$ cat config.mk
export PLATFORM = sky130hd
export DESIGN_NAME = booth_mul
export DESIGN_NICKNAME = d
export VERILOG_FILES = /design/src/rtl/booth_pkg.sv /design/src/rtl/booth_recoder.sv /design/src/rtl/booth_addsub.sv /design/src/rtl/booth_ctrl.sv /design/src/rtl/booth_mul.sv
export SDC_FILE = /design/constraint.sdc
export NUM_CORES = 1
export LEC_CHECK = 0
export BUFFER_PORTS_ARGS = -buffer_cell sky130_fd_sc_hd__buf_2
export CORE_ASPECT_RATIO = 1.1
export CORE_MARGIN = 3
export CORE_UTILIZATION = 40
export CTS_BUF_LIST = sky130_fd_sc_hd__clkbuf_8
export DETAILED_ROUTE_END_ITERATION = 10
export SLEW_MARGIN = 30
export SYNTH_ARGS = -nofsm -noshare
export SYNTH_HDL_FRONTEND = slang
export SYNTH_SLANG_ARGS = --single-unit
$ cat constraint.sdc
create_clock -name clk_i -period 5.4 [get_ports clk_i]
set_clock_uncertainty 0.1 [all_clocks]
set_input_delay 0.27 -clock clk_i [delete_from_list [all_inputs] [get_ports clk_i]]
set_output_delay 0.27 -clock clk_i [all_outputs]
set_load 0.05 [all_outputs]
$ cat src/rtl/booth_pkg.sv
package booth_pkg;
  // recoded step: nz = use a multiple, dbl = 2x, neg = subtract
  typedef struct packed {
    logic neg;
    logic dbl;
    logic nz;
  } booth_sel_t;
endpackage

$ cat src/rtl/booth_recoder.sv
module booth_recoder
  import booth_pkg::*;
(
  input  logic [1:0] grp_i,
  input  logic       prev_i,
  output booth_sel_t sel_o
);
  always_comb begin
    unique case ({grp_i, prev_i})
      3'b001, 3'b010: sel_o = '{neg: 1'b0, dbl: 1'b0, nz: 1'b1};
      3'b011:         sel_o = '{neg: 1'b0, dbl: 1'b1, nz: 1'b1};
      3'b100:         sel_o = '{neg: 1'b1, dbl: 1'b1, nz: 1'b1};
      3'b101, 3'b110: sel_o = '{neg: 1'b1, dbl: 1'b0, nz: 1'b1};
      default:        sel_o = '{neg: 1'b0, dbl: 1'b0, nz: 1'b0};
    endcase
  end
endmodule

$ cat src/rtl/booth_addsub.sv
module booth_addsub
  import booth_pkg::*;
#(
  parameter int unsigned OP_W  = 32,
  localparam int unsigned ACC_W = OP_W + 2
) (
  input  logic [OP_W-1:0]  hi_i,
  input  logic [OP_W-1:0]  mcand_i,
  input  booth_sel_t       sel_i,
  output logic [ACC_W-1:0] sum_o
);
  logic [ACC_W-1:0] hi_ext, mc_ext, mult, operand;

  assign hi_ext  = {{2{hi_i[OP_W-1]}}, hi_i};
  assign mc_ext  = {{2{mcand_i[OP_W-1]}}, mcand_i};
  assign mult    = sel_i.dbl ? {mc_ext[ACC_W-2:0], 1'b0} : mc_ext;
  assign operand = sel_i.nz ? mult : '0;
  assign sum_o   = sel_i.neg ? (hi_ext - operand) : (hi_ext + operand);
endmodule

$ cat src/rtl/booth_ctrl.sv
module booth_ctrl #(
  parameter int unsigned STEPS = 16,
  localparam int unsigned CNT_W = (STEPS > 1) ? $clog2(STEPS) : 1
) (
  input  logic clk_i,
  input  logic rst_ni,
  input  logic start_i,
  output logic accept_o,
  output logic step_o,
  output logic busy_o,
  output logic done_o
);
  localparam logic [CNT_W-1:0] LAST = CNT_W'(STEPS - 1);
  logic [CNT_W-1:0] cnt_q;
  logic             busy_q, done_q;

  assign accept_o = start_i && !busy_q;
  assign step_o   = busy_q;
  assign busy_o   = busy_q;
  assign done_o   = done_q;

  always_ff @(posedge clk_i or negedge rst_ni) begin
    if (!rst_ni) begin
      cnt_q  <= '0;
      busy_q <= 1'b0;
      done_q <= 1'b0;
    end else begin
      done_q <= 1'b0;
      if (busy_q) begin
        cnt_q <= cnt_q + 1'b1;
        if (cnt_q == LAST) begin
          busy_q <= 1'b0;
          done_q <= 1'b1;
        end
      end else if (start_i) begin
        cnt_q  <= '0;
        busy_q <= 1'b1;
      end
    end
  end

  a_r3_done_single: assert property (@(posedge clk_i) disable iff (!rst_ni)
    done_q |=> !done_q);
  a_r3_done_busy_excl: assert property (@(posedge clk_i) disable iff (!rst_ni)
    !(done_q && busy_q));
  a_r3_done_after_busy: assert property (@(posedge clk_i) disable iff (!rst_ni)
    $rose(done_q) |-> $fell(busy_q));
  a_r6_start_while_busy: assert property (@(posedge clk_i) disable iff (!rst_ni)
    (busy_q && start_i && cnt_q != LAST) |=> busy_q);
endmodule

$ cat src/rtl/booth_mul.sv
module booth_mul
  import booth_pkg::*;
#(
  parameter int unsigned OP_W = 32,
  localparam int unsigned ACC_W = OP_W + 2,
  localparam int unsigned STEPS = OP_W / 2
) (
  input  logic            clk_i,
  input  logic            rst_ni,
  input  logic            start_i,
  input  logic [OP_W-1:0] mcand_i,
  input  logic [OP_W-1:0] mplier_i,
  output logic            busy_o,
  output logic            done_o,
  output logic [OP_W-1:0] hi_o,
  output logic [OP_W-1:0] lo_o
);
  logic             accept, step;
  logic [OP_W-1:0]  mcand_q, hi_q, lo_q;
  logic             prev_q;
  booth_sel_t       sel;
  logic [ACC_W-1:0] sum;

  booth_ctrl #(.STEPS(STEPS)) u_ctrl (
    .clk_i   (clk_i),
    .rst_ni  (rst_ni),
    .start_i (start_i),
    .accept_o(accept),
    .step_o  (step),
    .busy_o  (busy_o),
    .done_o  (done_o)
  );

  booth_recoder u_rec (
    .grp_i (lo_q[1:0]),
    .prev_i(prev_q),
    .sel_o (sel)
  );

  booth_addsub #(.OP_W(OP_W)) u_addsub (
    .hi_i   (hi_q),
    .mcand_i(mcand_q),
    .sel_i  (sel),
    .sum_o  (sum)
  );

  always_ff @(posedge clk_i or negedge rst_ni) begin
    if (!rst_ni) begin
      mcand_q <= '0;
      hi_q    <= '0;
      lo_q    <= '0;
      prev_q  <= 1'b0;
    end else if (accept) begin
      mcand_q <= mcand_i;
      hi_q    <= '0;
      lo_q    <= mplier_i;
      prev_q  <= 1'b0;
    end else if (step) begin
      // arithmetic shift by two: bits leaving HI enter the top of LO
      hi_q   <= sum[ACC_W-1:2];
      lo_q   <= {sum[1:0], lo_q[OP_W-1:2]};
      prev_q <= lo_q[1];
    end
  end

  assign hi_o = hi_q;
  assign lo_o = lo_q;

  a_r6_mcand_held: assert property (@(posedge clk_i) disable iff (!rst_ni)
    busy_o |=> $stable(mcand_q));
  a_r8_result_held: assert property (@(posedge clk_i) disable iff (!rst_ni)
    (!busy_o && !start_i) |=> ($stable(hi_q) && $stable(lo_q)));
  a_r7_zero_passes_hi: assert property (@(posedge clk_i) disable iff (!rst_ni)
    (step && !sel.nz) |=> (hi_q == $past(hi_q) >>> 2 || 1'b1) && ($signed(hi_q) == ($signed($past(hi_q)) >>> 2)));
  a_r2_busy_after_accept: assert property (@(posedge clk_i) disable iff (!rst_ni)
    accept |=> (busy_o && prev_q == 1'b0));
endmodule

Word-level counts from Yosys, hierarchy flattened
Cells that the tools add are included.
- flip-flop bits (word level): 103
- output and inout bits: 66
- input bits: 67
- logic and storage cells: 40
- muxes and demuxes: 17
- equal/unequal tests: 7
- reductions and logical operators: 6
- $add $sub $neg: 3
- operators by type and width (operator ; number):
    $mux W32 ; 5
    $mux W34 ; 2
    $add A34 B34 Y34 ; 1
    $sub A34 B34 Y34 ; 1
    $pmux W3 S4 ; 1
    $eq A3 B3 Y1 const B ; 3
    $mux W4 ; 2
    $mux W1 ; 7
    $eq A3 B2 Y1 const B ; 2
    $add A4 B1 Y4 const B ; 1
    $eq A4 B4 Y1 const B ; 1
    $reduce_bool A2 Y1 ; 2
    $reduce_or A2 Y1 ; 2
    $eq A3 B1 Y1 const B ; 1
    $logic_and A1 B1 Y1 ; 1
    $logic_not A1 Y1 ; 1

Longest topological paths before layout
Gate-level depths: netlist (run 1).
- word-level depth: 9
- mapped depth: 26
- depth with buffers taken out: 22

Hierarchy
Synthesis (run 1) repeated with hierarchy kept, for this count alone.
- cell total of the unflattened synthesis: 890
- area, all modules: 7908.8 sq um
- modules (own cells, without submodules) (module ; cells each ; seq. area each (sq um) ; times used ; area each (sq um)):
    booth_mul ; 312 ; 2427.3 ; 1 ; 4062.6
    booth_addsub ; 548 ; 0.0 ; 1 ; 3520.9
    booth_ctrl ; 23 ; 150.1 ; 1 ; 284.0
    booth_recoder ; 7 ; 0.0 ; 1 ; 41.3

Least setup slack after synthesis (run 1)
No wires, ideal clock.
- path kind: register to register
- start point: register lo_q[1], in the netlist lo_o[1]
- end point: register hi_q[28], in the netlist hi_o[28]
- path slack: -0.498 ns
- clock period less this slack: 5.898 ns
- cell stages (with the launch flop): 26
- data arrival time: 5.676 ns
- path buffers: 4
- required time: 5.178 ns
- library setup time: 0.122 ns
- cells stage by stage: dfrtp_1 > buf_2 > or3b_1 > clkbuf_1 > and2_1 > clkbuf_1 > clkbuf_1 > nand2_1 > a21oi_1 > inv_1 > ha_1 > o221ai_1 > and4b_1 > or4b_4 > o21ai_0 > a22o_1 > nor2_1 > ha_1 > a21o_1 > a21o_1 > a211oi_1 > a31o_2 > a31oi_1 > o21a_1 > or3_1 > a32o_1
- longest elaborated chain between the ends: 9
- elaborated cells on any way between the ends: 16
- those cells by class: add/sub (2); eq/ne (6); mux (6); reduce/logical (2)
- ends and longest elaborated chain (element ; RTL line ; RTL):
    start, declared ; booth_mul.sv:19 ; logic [OP_W-1:0] mcand_q, hi_q, lo_q;
    start signal, assigned ; booth_mul.sv:56 ; lo_q <= mplier_i;
    start signal, assigned ; booth_mul.sv:61 ; lo_q <= {sum[1:0], lo_q[OP_W-1:2]};
    $eq A3 B3 Y1, or another cell as far along ; booth_recoder.sv:9 ; unique case ({grp_i, prev_i})
    $reduce_or A2 Y1 ; booth_recoder.sv:9 ;
    $pmux W3 S4 * ; booth_recoder.sv:9 ;
    $mux W32 ; booth_addsub.sv:16 ; assign mult = sel_i.dbl ? {mc_ext[ACC_W-2:0], 1'b0} : mc_ext;
    $mux W34 ; booth_addsub.sv:17 ; assign operand = sel_i.nz ? mult : '0;
    $add A34 B34 Y34 or $sub A34 B34 Y34 (tied branches) ; booth_addsub.sv:18 ; assign sum_o = sel_i.neg ? (hi_ext - operand) : (hi_ext + operand);
    $mux W34 * ; booth_addsub.sv:18 ;
    $mux W32 * ; booth_mul.sv:58 ; end else if (step) begin
    $mux W32 * ; booth_mul.sv:53 ; end else if (accept) begin
    end signal, assigned ; booth_mul.sv:60 ; hi_q <= sum[ACC_W-1:2];
    end, declared ; booth_mul.sv:19 ;
Mark *: on every way between the ends. The rest lies on a longest branch, timed or not. The select of a mux whose other input is x is not followed.
A chain may end at the register's enable or synchronous reset.

Worst setup path in the final report (run 1)
- start point: register prev_q
- end point: register hi_q[28], in the netlist hi_o[28]
- longest elaborated chain between the ends: 9
- elaborated cells on any way between the ends: 16
- those cells by class: add/sub (2); eq/ne (6); mux (6); reduce/logical (2)
- ends and longest elaborated chain (element ; RTL line ; RTL):
    start, declared ; booth_mul.sv:20 ; logic prev_q;
    start signal, assigned ; booth_mul.sv:62 ; prev_q <= lo_q[1];
    $eq A3 B3 Y1, or another cell as far along ; booth_recoder.sv:9 ;
    $reduce_or A2 Y1 ; booth_recoder.sv:9 ;
    $pmux W3 S4 * ; booth_recoder.sv:9 ;
    $mux W32 ; booth_addsub.sv:16 ;
    $mux W34 ; booth_addsub.sv:17 ;
    $add A34 B34 Y34 or $sub A34 B34 Y34 (tied branches) ; booth_addsub.sv:18 ;
    $mux W34 * ; booth_addsub.sv:18 ;
    $mux W32 * ; booth_mul.sv:58 ;
    $mux W32 * ; booth_mul.sv:53 ;
Marks and branches as above.

==> results list, run 1 <==
- For the pin with the worst max-slew slack, the measured transition is 0.806 ns.
- Setup violations remaining at the end of the flow were counted as 0.
- Die width: 137 um
* Share of cells above drive strength 1: 23.0%
- Async S/R FF share, synth: 100%
- In this run the worst setup path begins at prev_q$_DFFE_PN0P_.
- Total number of cells along the worst setup path: 17
- The slowest stage of the critical path is the dfrtp_2 cell.
- Vias in the first global route: 6980
- Minimum clock period after layout: 5.11 ns
- Sequential elements use 34.3% of the synthesized area.
- Data on the critical path arrives at its endpoint at 5.30 ns.
- Worst-path fanout max: 9
- Post-detailed-route via-to-cell ratio: 5.59
- Setup repair after global routing left no endpoint under its margin.
* Path class of the lowest-slack min-delay path: input port to flip-flop
- The tree is rooted in a clkbuf_8.
- Cell repeated most along the worst path: a21o_1
- For this run the aggregate overflow at the end of global routing stands at 0.
- From synthesis to final layout, the design area changed by 20.0%.
- Area of the core: 18100 um^2
- CTS built an H-tree with a depth of 3.
- The number of nets handed over by synthesis was 970.
* Cell count after synthesis: around 870
- Residual antenna-violating net count after detailed routing: 0
* Count of filler cells inserted in the layout: 1769
- Number of synthesized flops with an enable pin: 0
- The cell family contributing the most delay on the critical path is compound AO/OA/AOI/OAI gates.
* Launching point of the worst reg2reg path: prev_q$_DFFE_PN0P_
- Total Nets Final: 1121
- Final cycle utilization of the critical path: 94.7%
* Vertical extent of the die: approximately 150 um
* Register-to-Register Path Depth: 17
- Counting every sink on the clock net gives 103.
- After detailed routing, the number of remaining DRC violations is 0.
- Worst Setup End Kind: flip-flop
* Number of max-capacitance violations reported: 0
* Required time of the worst setup path: ~5.6 ns
- After layout, the worst setup slack is 0.287 ns.
- The die covers 20500 um^2.
- The worst setup path is launched from a flip-flop.
* Yosys top cell by area: dfrtp_1
- Global router's overall resource usage: 21.7%
- Counting flops and latches in the post-synthesis netlist gives 103.
- Sorting the synthesized cells by area gives the leading types as dfrtp_1 (34%), nand2_1 (6.6%), o21ai_0 (5.9%).
* Largest net degree at the start of global routing: slightly below 80
- Once the floorplan was initialized, standard cells occupied 41.6% of the core.
* Final core utilization: 49.9%
- Aggregate routed wire length: 21800 um
- Pre-antenna DRT Iters: 5
- Syn_area_per_cell: between 8 and 9 um^2
- Achievable frequency: 196 MHz
* Max Slew Vio Count: 0
- Top-level I/O count: 133
- The flow ran to the end, and the final reports show no timing, DRC or antenna violations.
* Commonest cells post-synth: nand2_1 (132), dfrtp_1 (103), o21ai_0 (89), a21oi_1 (75), nor2_1 (39)
- Detailed-placement wirelength estimate: 16100 um
- Buffers inserted during clock tree synthesis total 9.
- Summing over every cut layer, the via total after detailed routing is between 7000 and 8000.
* Post-Synthesis Cell Area: 7510 um^2
- Clock tree buffer depth: 2
* Placement-stage worst setup slack: 0.130 ns
- Final hold vios: 0
* Delay of the slowest cell on the worst path: 0.48 ns
* CTS tree: yes
* Type of the setup path with the least slack: flip-flop to flip-flop
* Number of antenna diodes: 0
- After clock tree synthesis, the clock-pin slew on the worst setup and hold paths is 0.11 ns.
- Count of warnings emitted by yosys: 0
- First-pass GRT wire length: 35400 um
- Hold timing on the final database bottoms out at a slack of 0.0201 ns.
* Worst Path Buf+Inv: 1
* Insertion delay of the later-clocked pin in the worst-skew pair: 0.39 ns
* Most used standard cell by instance count after synthesis: nand2_1
- In the final routed layout, each cell accounts on average for 17.3 um.
- Distinct cells, synth: 65
* Number of port buffers: 132
- The endpoint identified for the worst register-to-register timing path is hi_o[28]$_DFFE_PN0P_.
- The floorplan has 51 rows.
- In this run the tightest slew margin relative to its limit is between 40% and 50%.
- Synth Flop Type: dfrtp_1
* Placer Congestion: slightly above 0.9
- Cells along the critical path: buf_4 -> xnor2_4 -> mux2_2 -> o21ai_1 -> o2111ai_2 -> a211o_4 -> a221oi_1 -> ha_1 -> a21o_1 -> a21o_1 -> a21o_1 -> a211oi_2 -> a31o_2 -> a31oi_2 -> o21a_1 -> or3_1 -> a32o_1
* Setup slack of the most critical reg-to-reg path: 0.29 ns
- The first routing iteration left approximately 350 violations.
- The initial antenna violation count was 0.
- The critical path ends at hi_o[28]$_DFFE_PN0P_.
* Fraction of synthesized cell area taken by the top area cell type: about a third
-- sequential cells by signal, indices dropped and copies added, names as in the netlist --
signal,flops
lo_o,32
mcand_q,32
u_ctrl.busy_o,1
hi_o,32
prev_q,1
u_ctrl.cnt_q,4
u_ctrl.done_o,1
-- layout make-up --
cell class	count	area, um^2	area share [%]
Multi-Input combinational cell	697	4710	52.3
Sequential cell	103	2580	28.7
Tap cell	238	298	3.31
Timing Repair Buffer	186	1140	12.7
Inverter	21	78.8	0.875
Clock inverter	7	71.3	0.792
Clock buffer	9	124	1.37
-- cell families (layout without fill, tap and decap cells) --
kind of cell / count (synthesis) / count (layout) / synth area share [%]
and+or+nand+nor: 253 / 253 / 15.5
AOI/OAI and AO/OA: 285 / 285 / 24.2
buffers and inverters: 67 / 223 / 3.62
xor gates and xnor gates: 50 / 50 / 5.93
adders and majority gates: 41 / 41 / 6.76
DFF: 103 / 103 / 34.3
muxes: 68 / 68 / 9.66
-- metal layers --
metal	GRT usage [%]	up-vias	wire (um)
met3	4.44	30	1160
met4	6.55	0	422
met5	0	-	0
met2	37.5	201	10700
li1	-	3442	-
met1	27.2	3371	9520
-- repair_timing --
item / in CTS / in global routing
resized for setup: 0 / 6
hold buffers: 30 / 0
endpoints found under the hold margin: 70 / 0
buffers inserted: 0 / 2
endpoints found under the setup margin: 0 / 5
-- cell usage in the layout, fill, tap and decap left out, drive strengths merged, types with 5 or more instances in the layout --
cell type    netlist  routed
a211oi            11      11
a21boi             6       6
a21o              14      14
a21oi             75      75
a221oi            17      17
a22o               9       9
a31oi             10      10
a32o               6       6
and3               5       5
buf               10     156
clkbuf            36       9
dfrtp            103     103
dlygate4sd3        0      30
ha                35      35
inv               20      23
maj3               5       5
mux2              36      36
mux2i             32      32
nand2            132     132
nand2b            11      11
nand3             14      14
nor2              39      39
nor2b             14      14
nor3              13      13
o21a               8       8
o21ai             91      91
o21bai             6       6
o31ai             10      10
or3                7       7
xnor2             23      23
xor2              27      27
-- through the flow --
step                cell area, um^2  instances  TNS (ns)
floorplan                      7560        867  -0.00498
global placement               8470       1213         0
detailed placement             8470       1213         0
CTS                            8970       1259         0
global route                   9010       1261         0
finish                         9010       1261         0
-- worst min-delay path by stage --
stage,endpoint,cells past startpoint,from
floorplan,hi_o[0]$_DFFE_PN0P_,0,rst_ni
CTS,mcand_q[18]$_DFFE_PN0P_,2,mcand_i[18]
global placement,mcand_q[24]$_DFFE_PN0P_,1,rst_ni
global route,mcand_q[17]$_DFFE_PN0P_,2,mcand_i[17]
detailed placement,mcand_q[16]$_DFFE_PN0P_,1,rst_ni
finish,mcand_q[26]$_DFFE_PN0P_,2,mcand_i[26]
Power of run 1 is not shown: default switching activity piles up to over one toggle a cycle in this logic, so the estimate is an artifact.
==> inputs of run 2 (changes only) <==
==> constraint.sdc (replaced) <==
create_clock -name clk_i -period 5.4 [get_ports clk_i]
set_clock_uncertainty 0.1 [all_clocks]
set_input_delay 0.54 -clock clk_i [delete_from_list [all_inputs] [get_ports clk_i]]
set_output_delay 0.54 -clock clk_i [all_outputs]
set_load 0.05 [all_outputs]
==> results list, run 2 (synthesized netlist as in run 1, its figures left out) <==
* Minimum clock period after layout: 5.13 ns (+0.0219 ns)
* Achievable frequency: 195 MHz (-0.43%)
- The global-route total usage across every layer was 20.7% (-1.0 points).
- By startpoint and endpoint, the worst setup path is classified as flip-flop to flip-flop.
- The average via count per standard cell is 5.51 (-1.4%).
- The final worst-path cycle share was 95.1% (+0.41 points).
- Total Negative Setup Slacks: 0 ns (unchanged)
* Slowest cell on crit path: or4b_4
- The die area came to 20500 um^2 (unchanged).
* Residual antenna-violating net count after detailed routing: 0 (unchanged)
- Startpoint kind of the worst setup timing path: flip-flop
- Area overhead of the layout relative to synthesis: 16.1%
- Vias in the first global route: 6540 (-6.3%)
- CTS tree: yes
* Delay of the slowest cell on the worst path: 0.52 ns (+0.04 ns)
- The tree is rooted in a clkbuf_8.
* Number of buffers inserted during clock tree synthesis: 9 (unchanged)
- DR WL/cell: 17.0 um (-1.6%)
- Share of cells above drive strength 1: 23.7% (+0.72 points)
- Dominant delay contributor by cell family on the critical path: simple AND/OR/NAND/NOR gates
- Hold-fix buffers at CTS: 0 (-100%)
- Transition time at the pin with the least slew margin: 0.736 ns (-0.0700 ns)
- The count of endpoints failing setup in the final report is 0 (unchanged).
- The required time at the endpoint of the critical path was 5.58 ns (about the same).
- The placed wire-length estimate after detailed placement came to 15600 um (-2.8%).
- The overall overflow remaining after global route came to 0 (unchanged).
- Unrepaired setup endpoints after global routing: true
* Worst Setup End Kind: flip-flop
* Clock-pin slew on the worst setup and hold paths: 0.11 ns (about the same)
* Count of filler cells inserted in the layout: 1816 (+2.7%)
* Area of the core: 18100 um^2 (unchanged)
* Max Slew Vio Count: 0 (unchanged)
- Final worst hold slack: 0.0878 ns (+0.0677 ns)
* DRC errors left: 0 (unchanged)
- The net count of the finished layout came to 1090 (-2.8%).
- Initial antenna violation count: 0 (unchanged)
- The maximum level of the CTS H-tree is 3 (unchanged).
- The count of vias placed by the detailed router is 6779 (-3.8%).
- Path class of the lowest-slack min-delay path: input port to async pin
* Top-level I/O count: 133 (unchanged)
- The buffer depth of the longest clock path is 2 (unchanged).
- The length of the first detailed-routing pass in iterations is 5 (unchanged).
- First-pass GRT wire length: 33700 um (-4.8%)
* Aggregate routed wire length: 21000 um (-4.0%)
- Placement-stage worst setup slack: 0.279 ns (+0.149 ns)
- The total of buffers placed on input and output ports is 132 (unchanged).
- Walking the worst path, the cells encountered are buf_4 -> or3_1 -> nand2_1 -> a21oi_1 -> inv_1 -> ha_2 -> o221ai_2 -> and4b_2 -> or4b_4 -> a22o_1 -> nor2_1 -> ha_2 -> nand2_1 -> nor2_1 -> and3_1 -> a211oi_2 -> a31o_2 -> a31oi_2 -> o41ai_1 -> nand3_1 -> a32o_1.
* Max_slew headroom: 50.9% (+4.6 points)
- Footprint of the multi-input gates: 4710 um^2 (about the same)
* PnR worst setup slack: 0.265 ns (-0.0219 ns)
- The total of max-cap violations was 0 (unchanged).
- Insertion delay of the later-clocked pin in the worst-skew pair: 0.40 ns (about the same)
- Largest net degree at the start of global routing: 73 (-5.2%)
- Leaving out fill and tap cells, the most frequent cell in the layout is nand2_1.
- Vertical extent of the die: 150 um (unchanged)
* Area of all sequential standard cells: 2580 um^2 (unchanged)
- Detailed router's first-iteration violation count: 363 (+4.9%)
* Initial standard-cell utilization of the core: 41.6% (unchanged)
- The worst-path maximum fanout was 10 (+1).
- The placer congestion estimate is 0.898 (-2.9%).
* Highest-count cells in the layout ignoring fill and taps: nand2_1 (132), buf_2 (131), dfrtp_1 (99)
- Die width: 137 um (unchanged)
- Final hold vios: 0 (unchanged)
- The run finished with clean final reports.
- Crit path arrival time: 5.31 ns (about the same)
- Sink count of the clock tree: 103 (unchanged)
* Worst Path Buf+Inv: 2 (+1)
* Placement Rows: 51 (unchanged)
-- run 2: changes by cell type in the layout (fill, tap and decap cells not counted), moves of 2 or more --
| cell | delta |
|---|---|
| dlygate4sd3_1 | -30 |
| clkbuf_8 | +3 |
| clkinv_2 | -2 |
| o21ai_1 | -2 |
-- run 2: worst register-to-register path: cells and delay by family (launching register included) --
| kind | cells | cell delay [ns] |
|---|---|---|
| compound gates | 8 | 1.64 |
| fa+ha+maj | 2 | 0.53 |
| buf+inv | 2 | 0.27 |
| flops | 1 | 0.48 |
| simple gates | 9 | 1.99 |
-- run 2: worst paths after layout --
kind	startpoint	end	slack, ns	depth (start not counted)
min in group clk_i	mcand_i[28]	mcand_q[28]$_DFFE_PN0P_	0.25	3
max reg2reg	prev_q$_DFFE_PN0P_	hi_o[30]$_DFFE_PN0P_	0.27	21
max	prev_q$_DFFE_PN0P_	hi_o[30]$_DFFE_PN0P_	0.27	21
min reg2reg	lo_o[6]$_DFFE_PN0P_	lo_o[4]$_DFFE_PN0P_	0.42	2
min	rst_ni	mcand_q[28]$_DFFE_PN0P_	0.09	1
max in group asynchronous	rst_ni	lo_o[1]$_DFFE_PN0P_	3.99	2
-- run 2: through the flow --
| stage | util [%] | std cells | area [um^2] |
|---|---|---|---|
| 3_5_place_dp | 46.9 | 1213 | 8470 |
| 3_3_place_gp | 46.9 | 1213 | 8470 |
| 2_1_floorplan | - | 867 | 7560 |
| 5_1_grt | 48.3 | 1230 | 8720 |
| 4_1_cts | 48.1 | 1229 | 8690 |
| 6_report | 48.3 | 1231 | 8720 |
-- run 2: layer usage --
layer	vias to the layer above	wire, um	global-route usage (%)
li1	3379	-	-
met1	3196	8990	25.8
met5	-	0	0
met4	0	333	5.29
met3	26	1280	4.81
met2	178	10400	35.8
-- run 2: cell type report --
cell class | count | share of cell area, %
Clock inverter | 4 | 0.588
Tap cell | 238 | 3.41
Timing Repair Buffer | 155 | 9.58
Sequential cell | 103 | 29.6
Multi-Input combinational cell | 697 | 54.0
Antenna cell | 1 | 0.0287
Clock buffer | 12 | 1.89
Inverter | 21 | 0.904
-- run 2: what timing repair did --
item	CTS	global route
setup endpoints to repair	0	5
gates resized for setup	0	6
buffers inserted	0	1
Power of run 2 is left out for the same reason.
==> inputs of run 3 (changes only) <==
--- a/config.mk
+++ b/config.mk
@@ -14,4 +14,5 @@
 export SLEW_MARGIN = 30
 export SYNTH_ARGS = -nofsm -noshare
 export SYNTH_HDL_FRONTEND = slang
+export SYNTH_HIERARCHICAL = 1
 export SYNTH_SLANG_ARGS = --single-unit
==> results list, run 3 <==
* Status: finished, final reports clean
- Max_slew headroom: 53.2% (+2.3 points)
- The average via count per standard cell is 5.39 (-2.1%).
- The number of cell instances on the worst register-to-register path is 20 (-4.8%).
- TritonCTS built the clock tree.
- Footprint of the multi-input gates: 4970 um^2 (+5.6%)
- The area taken by flip-flops and latches was 2580 um^2 (about the same).
- The commonest cells after synthesis are dfrtp_1 (103), nand2_1 (91), nor2_1 (73), mux2i_1 (68), a21oi_1 (49).
- The net count of the finished layout was 1092 (+0.18%).
* Synth Area in XOR/XNOR: 5.93% (about the same)
- The top-area cell type share of the netlist area is 32.6% (-1.7 points).
- The global-route total usage across every layer is 18.6% (-2.1 points).
- Aggregate routed wire length: 19800 um (-5.7%)
- Highest-count cells in the layout ignoring fill and taps: buf_2 (131), dfrtp_1 (100), nand2_1 (91)
- The post-synthesis sequential element count was 103 (unchanged).
* Clock tree buffer depth: 2 (unchanged)
- The placed wire-length estimate after detailed placement is 14800 um (-5.4%).
- The final worst-path cycle share came to 94.4% (-0.64 points).
* Unrepaired setup endpoints after global routing: false
- STA classifies the critical path startpoint as a flip-flop.
* Number of buffers inserted during clock tree synthesis: 9 (unchanged)
* Achievable frequency: 196 MHz (+0.68%)
* Initial antenna violation count: 2 (+2)
- The finished layout cell area is 8880 um^2 (+1.8%).
* Async S/R FF share, synth: 100% (unchanged)
- Worst Setup End Kind: flip-flop
- The overall overflow remaining after global route came to 0 (unchanged).
* Setup slack of the most critical reg-to-reg path: 0.30 ns (+0.03 ns)
* Initial standard-cell utilization of the core: 41.1% (-0.46 points)
- In this design, the largest share of critical-path delay is due to compound AO/OA/AOI/OAI gates.
- The maximum level of the CTS H-tree came to 3 (unchanged).
- The synthesized area came to 7910 um^2 (+5.3%).
- Vias: 6694 (-1.3%)
- The total buffers and inverters traversed by the critical path was 1 (-1).
* Number of max-capacitance violations reported: 0 (unchanged)
- The worst setup path is of the flip-flop to flip-flop kind.
- The worst hold path belongs to the class input port to async pin.
- Crit path arrival time: 5.27 ns (-0.04 ns)
- The core area is 19200 um^2 (+6.5%).
* Minimum clock period after layout: 5.10 ns (-0.0347 ns)
- Largest net degree at the start of global routing: 70 (-4.1%)
* Vertical extent of the die: 153 um (+2.5%)
- The endpoint identified for the worst register-to-register timing path is hi_o[26]$_DFFE_PN0P_.
- Total Negative Setup Slacks: 0 ns (unchanged)
- Total Die Area: 21500 um^2 (+5.1%)
- The most used flip-flop cell after synthesis is dfrtp_1.
* Die width: 140 um (+2.5%)
- The mean instance size in the synthesized netlist was 8.89 um^2 (+2.6%).
- Largest family of logic cells by synthesized area: compound AO/OA/AOI/OAI gates
- Distinct cells, synth: 80 (+23%)
- The worst-path maximum fanout came to 15 (+5).
- Multiplexer share of the synthesized area: 14.2% (+4.5 points)
* Hold-fix buffers at CTS: 0 (unchanged)
* Post-CTS setup buffers: 0 (unchanged)
- The slowest stage of the critical path belongs to the cell a21boi_0.
* Placement Rows: 53 (+3.9%)
- Insertion delay of the later-clocked pin in the worst-skew pair: 0.39 ns (about the same)
- Cell count after synthesis: 890 (+2.7%)
* Share of cells above drive strength 1: 19.7% (-4.0 points)
- Pre-antenna DRT Iters: 5 (unchanged)
- Cells along the critical path: or3b_1 -> o21ai_4 -> mux2i_1 -> nor2b_1 -> inv_1 -> ha_1 -> nand2_1 -> nor4_4 -> nand2_2 -> o21a_1 -> o22a_1 -> ha_1 -> a21oi_1 -> o22ai_1 -> a211oi_1 -> a21boi_0 -> o21bai_1 -> xor2_1 -> mux2i_1 -> nor2_1
* Commonest non-fill, non-tap cell in the layout: buf_2
- Top cells by area, synth: dfrtp_1 (33%), mux2i_1 (8.6%), ha_1 (5.5%)
- DR WL/cell: 15.9 um (-6.5%)
* Number of port buffers: 132 (unchanged)
- The global-route wire length before repair is 33500 um (-0.55%).
- The area fraction in compound gates after synthesis was 18.3% (-5.8 points).
- Count of filler cells inserted in the layout: 1957 (+7.8%)
- Yosys top cell by area: dfrtp_1
* Top-level I/O count: 133 (unchanged)
- Relative to the synthesized area, the layout overhead comes to 12.3%.
- Area fraction in and, or, nand and nor cells after synthesis: 18.2% (+2.7 points)
- Residual antenna-violating net count after detailed routing: 0 (unchanged)
- Max Slew Vio Count: 0 (unchanged)
- Required time of the worst setup path: 5.57 ns (about the same)
* Number of synthesized flops with an enable pin: 0 (unchanged)
* Synth Area in Adders: 5.79% (-0.97 points)
* Launching point of the worst reg2reg path: lo_o[1]$_DFFE_PN0P_
- Clock-pin slew on the worst setup and hold paths: 0.11 ns (about the same)
- The placement-stage cell area is 8660 um^2 (+2.1%).
- The net count of the mapped netlist is 993 (+2.4%).
* Delay of the slowest cell on the worst path: 0.51 ns (about the same)
- Placer Congestion: 0.891 (-0.86%)
- DRC errors left: 0 (unchanged)
* Resize count post-CTS: 0 (unchanged)
* Most used standard cell by instance count after synthesis: dfrtp_1
* Transition time at the pin with the least slew margin: 0.703 ns (-0.0334 ns)
- Sink count of the clock tree: 103 (unchanged)
- The Yosys warning count came to 6 (+6).
- The share of synthesized area occupied by flip-flops and latches is 32.6% (-1.7 points).
* Final hold vios: 0 (unchanged)
* Detailed router's first-iteration violation count: 368 (+1.4%)
- CTS placed an instance of clkbuf_8 at the clock tree root.
- Vias in the first global route: 6580 (+0.61%)
* # setup viols final: 0 (unchanged)
## run 3: final cells by class
type                    count  area share (%)
diodes                      1          0.0282
clock buffers               9            1.39
clock inverters             7           0.916
inverters                  17           0.719
multi-input cells         716            56.0
flip-flops and latches    103            29.1
well taps                 247            3.48
repair buffers            142            8.36
## run 3: cell families after synthesis
kind of cell | Yosys count
and+or+nand+nor | 291
AOI/OAI and AO/OA | 232
muxes | 104
DFF | 103
buffers and inverters | 72
xor gates and xnor gates | 52
adders and majority gates | 36
## run 3: worst max path at each step
stage                                   start                    to  slack [ns]  depth (start not counted)
after floorplan           lo_o[1]$_DFFE_PN0P_  hi_o[31]$_DFFE_PN0P_        0.05                         23
after global placement    lo_o[0]$_DFFE_PN0P_  hi_o[31]$_DFFE_PN0P_        0.54                         19
after detailed placement  lo_o[0]$_DFFE_PN0P_  hi_o[29]$_DFFE_PN0P_        0.42                         21
after CTS                 lo_o[1]$_DFFE_PN0P_  hi_o[29]$_DFFE_PN0P_        0.41                         21
after global routing      lo_o[1]$_DFFE_PN0P_  hi_o[29]$_DFFE_PN0P_        0.03                         21
final                     lo_o[1]$_DFFE_PN0P_  hi_o[26]$_DFFE_PN0P_        0.30                         20
## run 3: layer usage
layer / wire [um] / global-route usage (%)
met5: 27 / 0
met4: 280 / 4.94
met3: 1060 / 4.01
met2: 8540 / 28.0
met1: 9870 / 27.1
## run 3: per-stage QoR
step | hold slack [ns] | util, % | std cells | setup slack [ns]
6_report | 0.0632 | 46.2 | 1242 | 0.300
5_1_grt | 0.101 | 46.2 | 1241 | 0.0343
4_1_cts | 0.205 | 46.1 | 1240 | 0.410
3_5_place_dp | 0.416 | 45.0 | 1224 | 0.423
3_3_place_gp | 0.408 | 45.0 | 1224 | 0.540
2_1_floorplan | 0.144 | - | 890 | 0.0529
Power of run 3 is left out for the same reason.
